## src/rtl/ifctl_pkg.sv

```systemverilog
package ifctl_pkg;
    localparam int REG_W      = 8;
    localparam int NUM_ALIAS  = 3;
    localparam int B_PROT_DIS = 7;
    localparam int B_PASS     = 6;
    localparam int B_COMPL    = 5;
    localparam int B_CLKSUS_N = 3;
    localparam int B_SER3     = 1;
    localparam int B_SER6     = 0;
    localparam logic [REG_W-1:0] RSVD_MASK = 8'h14;

    typedef enum logic [1:0] {
        ACC_NONE  = 2'd0,
        ACC_WRITE = 2'd1,
        ACC_SET   = 2'd2,
        ACC_CLEAR = 2'd3
    } acc_e;

    typedef struct packed {
        logic [REG_W-1:0] ctl;
    } store_t;
endpackage

```

## src/rtl/ifctl_decode.sv

```systemverilog
module ifctl_decode
    import ifctl_pkg::*;
#(
    parameter int ADDR_W    = 8,
    parameter int BASE_ADDR = 7
) (
    input  logic [ADDR_W-1:0] reg_addr,
    input  logic              reg_we,
    output acc_e              acc,
    output logic              rd_hit
);
    logic [NUM_ALIAS-1:0] hit;

    for (genvar k = 0; k < NUM_ALIAS; k++) begin : g_alias
        assign hit[k] = (reg_addr == ADDR_W'(BASE_ADDR + k));
    end

    assign rd_hit = |hit;

    always_comb begin
        acc = ACC_NONE;
        if (reg_we) begin
            if (hit[0])      acc = ACC_WRITE;
            else if (hit[1]) acc = ACC_SET;
            else if (hit[2]) acc = ACC_CLEAR;
        end
    end
endmodule

```

## src/rtl/ifctl_store.sv

```systemverilog
module ifctl_store
    import ifctl_pkg::*;
(
    input  logic             clk,
    input  logic             rst_n,
    input  acc_e             acc,
    input  logic [REG_W-1:0] wdata,
    input  logic             exit_3pin,
    input  logic             exit_6pin,
    output logic [REG_W-1:0] ctl
);
    store_t st_d, st_q;
    logic [REG_W-1:0] merged;

    always_comb begin
        st_d   = st_q;
        merged = st_q.ctl;
        unique case (acc)
            ACC_WRITE: merged = wdata;
            ACC_SET:   merged = st_q.ctl | wdata;
            ACC_CLEAR: merged = st_q.ctl & ~wdata;
            default:   merged = st_q.ctl;
        endcase
        merged = merged & ~RSVD_MASK;
        if (exit_3pin) merged[B_SER3] = 1'b0;
        if (exit_6pin) merged[B_SER6] = 1'b0;
        st_d.ctl = merged;
    end

    always_ff @(posedge clk or negedge rst_n) begin
        if (!rst_n) st_q <= '0;
        else        st_q <= st_d;
    end

    assign ctl = st_q.ctl;
endmodule

```

## src/rtl/ifctl_drive.sv

```systemverilog
module ifctl_drive (
    input  logic prot_dis,
    input  logic compl,
    input  logic clksus_n,
    input  logic ser3,
    input  logic ser6,
    input  logic suspend_n,
    input  logic fault_in,
    input  logic stp_in,
    input  logic stp_expected,
    output logic fault_ind_out,
    output logic serial3_en,
    output logic serial6_en,
    output logic clk_power_en,
    output logic stp_pullup_en,
    output logic data_pulldown_en
);
    logic serial_any;

    always_comb begin
        serial6_en       = ser6;
        serial3_en       = ser3 & ~ser6;
        serial_any       = ser3 | ser6;
        clk_power_en     = (serial_any && suspend_n) ? clksus_n : 1'b1;
        fault_ind_out    = fault_in ^ compl;
        stp_pullup_en    = ~prot_dis;
        data_pulldown_en = ~prot_dis & stp_in & ~stp_expected;
    end
endmodule

```

## src/rtl/phy_ifctl.sv

```systemverilog
module phy_ifctl
    import ifctl_pkg::*;
#(
    parameter int ADDR_W    = 8,
    parameter int BASE_ADDR = 7
) (
    input  logic              clk,
    input  logic              rst_n,
    input  logic [ADDR_W-1:0] reg_addr,
    input  logic              reg_we,
    input  logic [7:0]        reg_wdata,
    output logic [7:0]        reg_rdata,
    input  logic              exit_3pin,
    input  logic              exit_6pin,
    input  logic              suspend_n,
    input  logic              fault_in,
    output logic              fault_ind_out,
    input  logic              stp_in,
    input  logic              stp_expected,
    output logic              serial3_en,
    output logic              serial6_en,
    output logic              clk_power_en,
    output logic              stp_pullup_en,
    output logic              data_pulldown_en
);
    acc_e             acc;
    logic             rd_hit;
    logic [REG_W-1:0] ctl_q;

    ifctl_decode #(.ADDR_W(ADDR_W), .BASE_ADDR(BASE_ADDR)) u_dec (
        .reg_addr (reg_addr),
        .reg_we   (reg_we),
        .acc      (acc),
        .rd_hit   (rd_hit)
    );

    ifctl_store u_store (
        .clk       (clk),
        .rst_n     (rst_n),
        .acc       (acc),
        .wdata     (reg_wdata),
        .exit_3pin (exit_3pin),
        .exit_6pin (exit_6pin),
        .ctl       (ctl_q)
    );

    ifctl_drive u_drv (
        .prot_dis         (ctl_q[B_PROT_DIS]),
        .compl            (ctl_q[B_COMPL]),
        .clksus_n         (ctl_q[B_CLKSUS_N]),
        .ser3             (ctl_q[B_SER3]),
        .ser6             (ctl_q[B_SER6]),
        .suspend_n        (suspend_n),
        .fault_in         (fault_in),
        .stp_in           (stp_in),
        .stp_expected     (stp_expected),
        .fault_ind_out    (fault_ind_out),
        .serial3_en       (serial3_en),
        .serial6_en       (serial6_en),
        .clk_power_en     (clk_power_en),
        .stp_pullup_en    (stp_pullup_en),
        .data_pulldown_en (data_pulldown_en)
    );

    assign reg_rdata = rd_hit ? ctl_q : '0;
endmodule

```

## config.mk

```make
export PLATFORM = sky130hd
export DESIGN_NAME = phy_ifctl
export DESIGN_NICKNAME = d
export VERILOG_FILES = /design/src/rtl/ifctl_pkg.sv /design/src/rtl/ifctl_decode.sv /design/src/rtl/ifctl_store.sv /design/src/rtl/ifctl_drive.sv /design/src/rtl/phy_ifctl.sv
export SDC_FILE = /design/constraint.sdc
export NUM_CORES = 1
export LEC_CHECK = 0
export ABC_AREA = 1
export BUFFER_PORTS_ARGS = -buffer_cell sky130_fd_sc_hd__clkbuf_2
export CELL_PAD_IN_SITES_DETAIL_PLACEMENT = 0
export CELL_PAD_IN_SITES_GLOBAL_PLACEMENT = 1
export CORE_MARGIN = 2
export CORE_UTILIZATION = 26
export CTS_CLUSTER_DIAMETER = 200
export DETAILED_ROUTE_END_ITERATION = 8
export GPL_ROUTABILITY_DRIVEN = 0
export HOLD_SLACK_MARGIN = 0.12
export PLACE_DENSITY = 0.91
export SLEW_MARGIN = 20
export SYNTH_ARGS = -nofsm -noshare
export SYNTH_HDL_FRONTEND = slang
export SYNTH_SLANG_ARGS = --single-unit
export TNS_END_PERCENT = 5
```

## constraint.sdc

```tcl
create_clock -name clk -period 2.99 [get_ports clk]
set_clock_uncertainty 0.15 [all_clocks]
set_input_delay 0.4485 -clock clk [delete_from_list [all_inputs] [get_ports clk]]
set_output_delay 0.4485 -clock clk [all_outputs]
set_load 0.01 [all_outputs]
```

==> flow_summary_export.csv <==
group,metric,value,unit
drt,drt-initial-drc-count,6,
yosys,synth_area,557,um^2
clocking,cts_max_path_buffers,2,
layout,largest_reg_flops,6,
layout,multiInputGateArea,328,um^2
yosys,synthMostInstantiatedCell,"nand2_1",
drt,viasPerCell,4.25,
yosys,ys_seq_area_frac,0.270,
clocking,clkTransAtPathRegs,0.04,ns
drt,drt-pass1-iter-count,4,
yosys,synth_mux_area_frac,0,
pwr,p_switching,0.0679,mW
worst_setup_path,regToRegStartpoint,"u_store.ctl[1]",
yosys,postSynthAreaPerCell,6.12,um^2
yosys,synth_cells,91,
sta,min_period,1.85,ns
layout,syn_to_final_growth,40.4,%
worst_setup_path,critPathLaunchType,"input pin",
floorplanning,coreArea,1980,um^2
yosys,synth_cell_types,16,
yosys,synth_xor_area_frac,0.0157,
worst_setup_path,reg2reg_depth,6,
layout,register_area,150,um^2
placed_design,numPortBuffers,34,
drt,wl,1.34,mm
sta,setup_viol,0,
hold_path,holdPathEnd,"u_store.ctl[6]",
run_status,status,"completed",
drt,route.detailed.drc,0,
worst_setup_path,cp_top_family,"compound AO/OA/AOI/OAI gates",
sta,grt_setup_unrepaired,"no",
floorplanning,rows,16,
drt,vias,658,
grt,grt_pass1_wl,2.27,mm
grt,grt_pass1_vias,585,
clocking,cts.sinks,6,
worst_setup_path,crit_chain,"clkbuf_2 > nor2_1 > nand2_1 > inv_1 > nand2_1 > nand2_1 > nand2_1 > ha_1 > o21ai_0 > o22ai_1",
worst_setup_path,worst-setup-path-type,"input pin to flop",
pwr,power_density,300,nW/um^2
yosys,synth_warnings,0,
sta,hold_viol,0,
pwr,power.share.combinational,0.266,
clocking,cts_root_buffer,"clkbuf_4",
layout,n_fill_cell,219,
pwr,p_int,0.167,mW
yosys,synth-edff-count,0,
worst_setup_path,crit_required,2.95,ns
pwr,seqPwrFrac,0.417,
sta,fin_crit_sh,0.618,
worst_setup_path,critPathSlowestCell,"o21ai_0",
clocking,postCtsHoldBufs,1,
worst_setup_path,r2r_slack,1.93,ns
worst_setup_path,arrival,1.81,ns
floorplanning,fp.dieW,50.3,um
worst_setup_path,cp_num_buf_inv,2,
hold_path,min_path_cells,3,
pwr,power_leakage,0.487,nW
grt,grt_start_max_net_pins,8,
clocking,cts_tree,"built",
grt,track_usage,0.115,
yosys,synth_flop_cell,"dfrtp_1",
yosys,yosysTopAreaCell,"dfrtp_1",
grt,grt-ovfl-total,0,
worst_setup_path,cp_max_fo,5,
sta,tightest_slew,0.532,ns
pwr,vdd_drop_max,0.125,mV
job,maxCapViolations,0,
sta,max_freq,541,MHz
drt,wl_per_cell,8.65,um
floorplanning,die-area,2530,um^2
floorplanning,die_h,50.3,um
floorplanning,io_pins,39,
sta,setup_tns,0,ns
floorplanning,initial_utilization,0.281,
worst_setup_path,max_stage_delay,0.45,ns
layout,n_antenna_cell,0,
yosys,synth_top_area_share,0.270,
hold_path,min_from,"reg_wdata[6]",
yosys,synthAdderAreaFrac,0.0899,
placed_design,dp_hpwl,1.15,mm
pwr,clock_power_share,0.317,
hold_path,hp-class,"input pin to flop",
clocking,cts_max_level,1,
yosys,synth_top_family_by_area,"simple AND/OR/NAND/NOR gates",
yosys,synthTopCellsByArea,"dfrtp_1 (27%), nand2_1 (14%), inv_1 (12%), nor2_1 (11%), ha_1 (9.0%)",
yosys,synth_compound_area_frac,0.146,
yosys,synthArstFlopShare,1.00,
grt,antenna_found_initial,0,
yosys,yosys_register_bits,6,
worst_setup_path,endpoint_kind,"flop",
worst_setup_path,crit_top_cell,"nand2_1",
clocking,postCtsSetupRepairBufs,0,
clocking,numCtsBuffers,3,
layout,nets,159,
clocking,cts_resized,0,
drt,postRouteAntennaNets,0,
pwr,swShare,0.289,
sta,slew_violations,0,
sta,max_slew_margin,0.642,
clocking,worstSkewPairLatency,0.25,ns
worst_setup_path,r2r-end,"u_store.ctl[1]",
sta,holdWs,0.316,ns
yosys,synth_commonest_cells,"nand2_1 (21), inv_1 (18), nor2_1 (17), dfrtp_1 (6)",
yosys,yosys.area_share.simple,0.324,
layout,layout-drive-gt1-share,0.313,
[power groups by stage]
stage / registers, mW / logic, mW / clock network (mW)
6_report: 0.0979 / 0.0626 / 0.0744
4_1_cts: 0.0980 / 0.0633 / 0.0769
3_5_place_dp: 0.0992 / 0.0619 / 0
5_1_grt: 0.0990 / 0.0710 / 0.0799
2_1_floorplan: 0.0985 / 0.0342 / 0
3_3_place_gp: 0.0989 / 0.0600 / 0
[final cells by class]
cell class	instances	share of cell area
tap	27	0.0432
clock buffer	3	0.0288
sequential	6	0.192
timing repair buffer	35	0.230
inverter	18	0.0864
multi-input combinational	66	0.419
[layout by cell type, fill, tap and decap left out, drive strengths merged]
cell         count
ha               4
nand3            3
nor3             2
inv             18
conb             2
xor2             1
dfrtp            6
a21oi            4
nand2           21
o22ai            4
o211ai           1
nor2            19
dlygate4sd3      1
clkbuf          37
o21ai            5
[tightest hold or removal path: stages]
cell and delay (ns):
clkbuf_2 0.08, inv_1 0.06, o22ai_1 0.08
[through the flow]
stage               area (um^2)  power (mW)  setup WS, ns  cells   util
floorplan                   561       0.133          1.23     92      -
global placement            749       0.159         0.927    151  0.378
detailed placement          749       0.161         0.887    151  0.378
CTS                         782       0.238          1.15    155  0.395
global route                782       0.250         0.954    155  0.395
finish                      782       0.235          1.14    155  0.395
[how the worst max path moves through the flow]
stage                startpoint        endpoint  slack [ns]  cells after the start
global route        reg_addr[5]  u_store.ctl[7]        0.95                     10
global placement    reg_addr[7]  u_store.ctl[7]        0.93                     10
detailed placement  reg_addr[7]  u_store.ctl[7]        0.89                     10
floorplan           reg_addr[7]  u_store.ctl[3]        1.23                      9
finish              reg_addr[7]  u_store.ctl[5]        1.14                     10
CTS                 reg_addr[7]  u_store.ctl[7]        1.15                     10
[routing by layer]
layer	routed length (um)	GRT usage	vias up
met2	542	0.175	35
li1	-	-	355
met4	29	0.0694	0
met5	0	0	-
met3	140	0.0268	5
met1	628	0.147	263
[cell families (layout without fill, tap and decap cells)]
logic type | Yosys count | count (layout)
AO/OA/AOI/OAI | 14 | 14
XOR/XNOR | 1 | 1
adder cells (fa/ha/maj) | 4 | 4
buffers and inverters | 20 | 56
flip-flops | 6 | 6
other | 1 | 2
AND/OR/NAND/NOR | 45 | 45
Power figures use the tool's default switching activity.
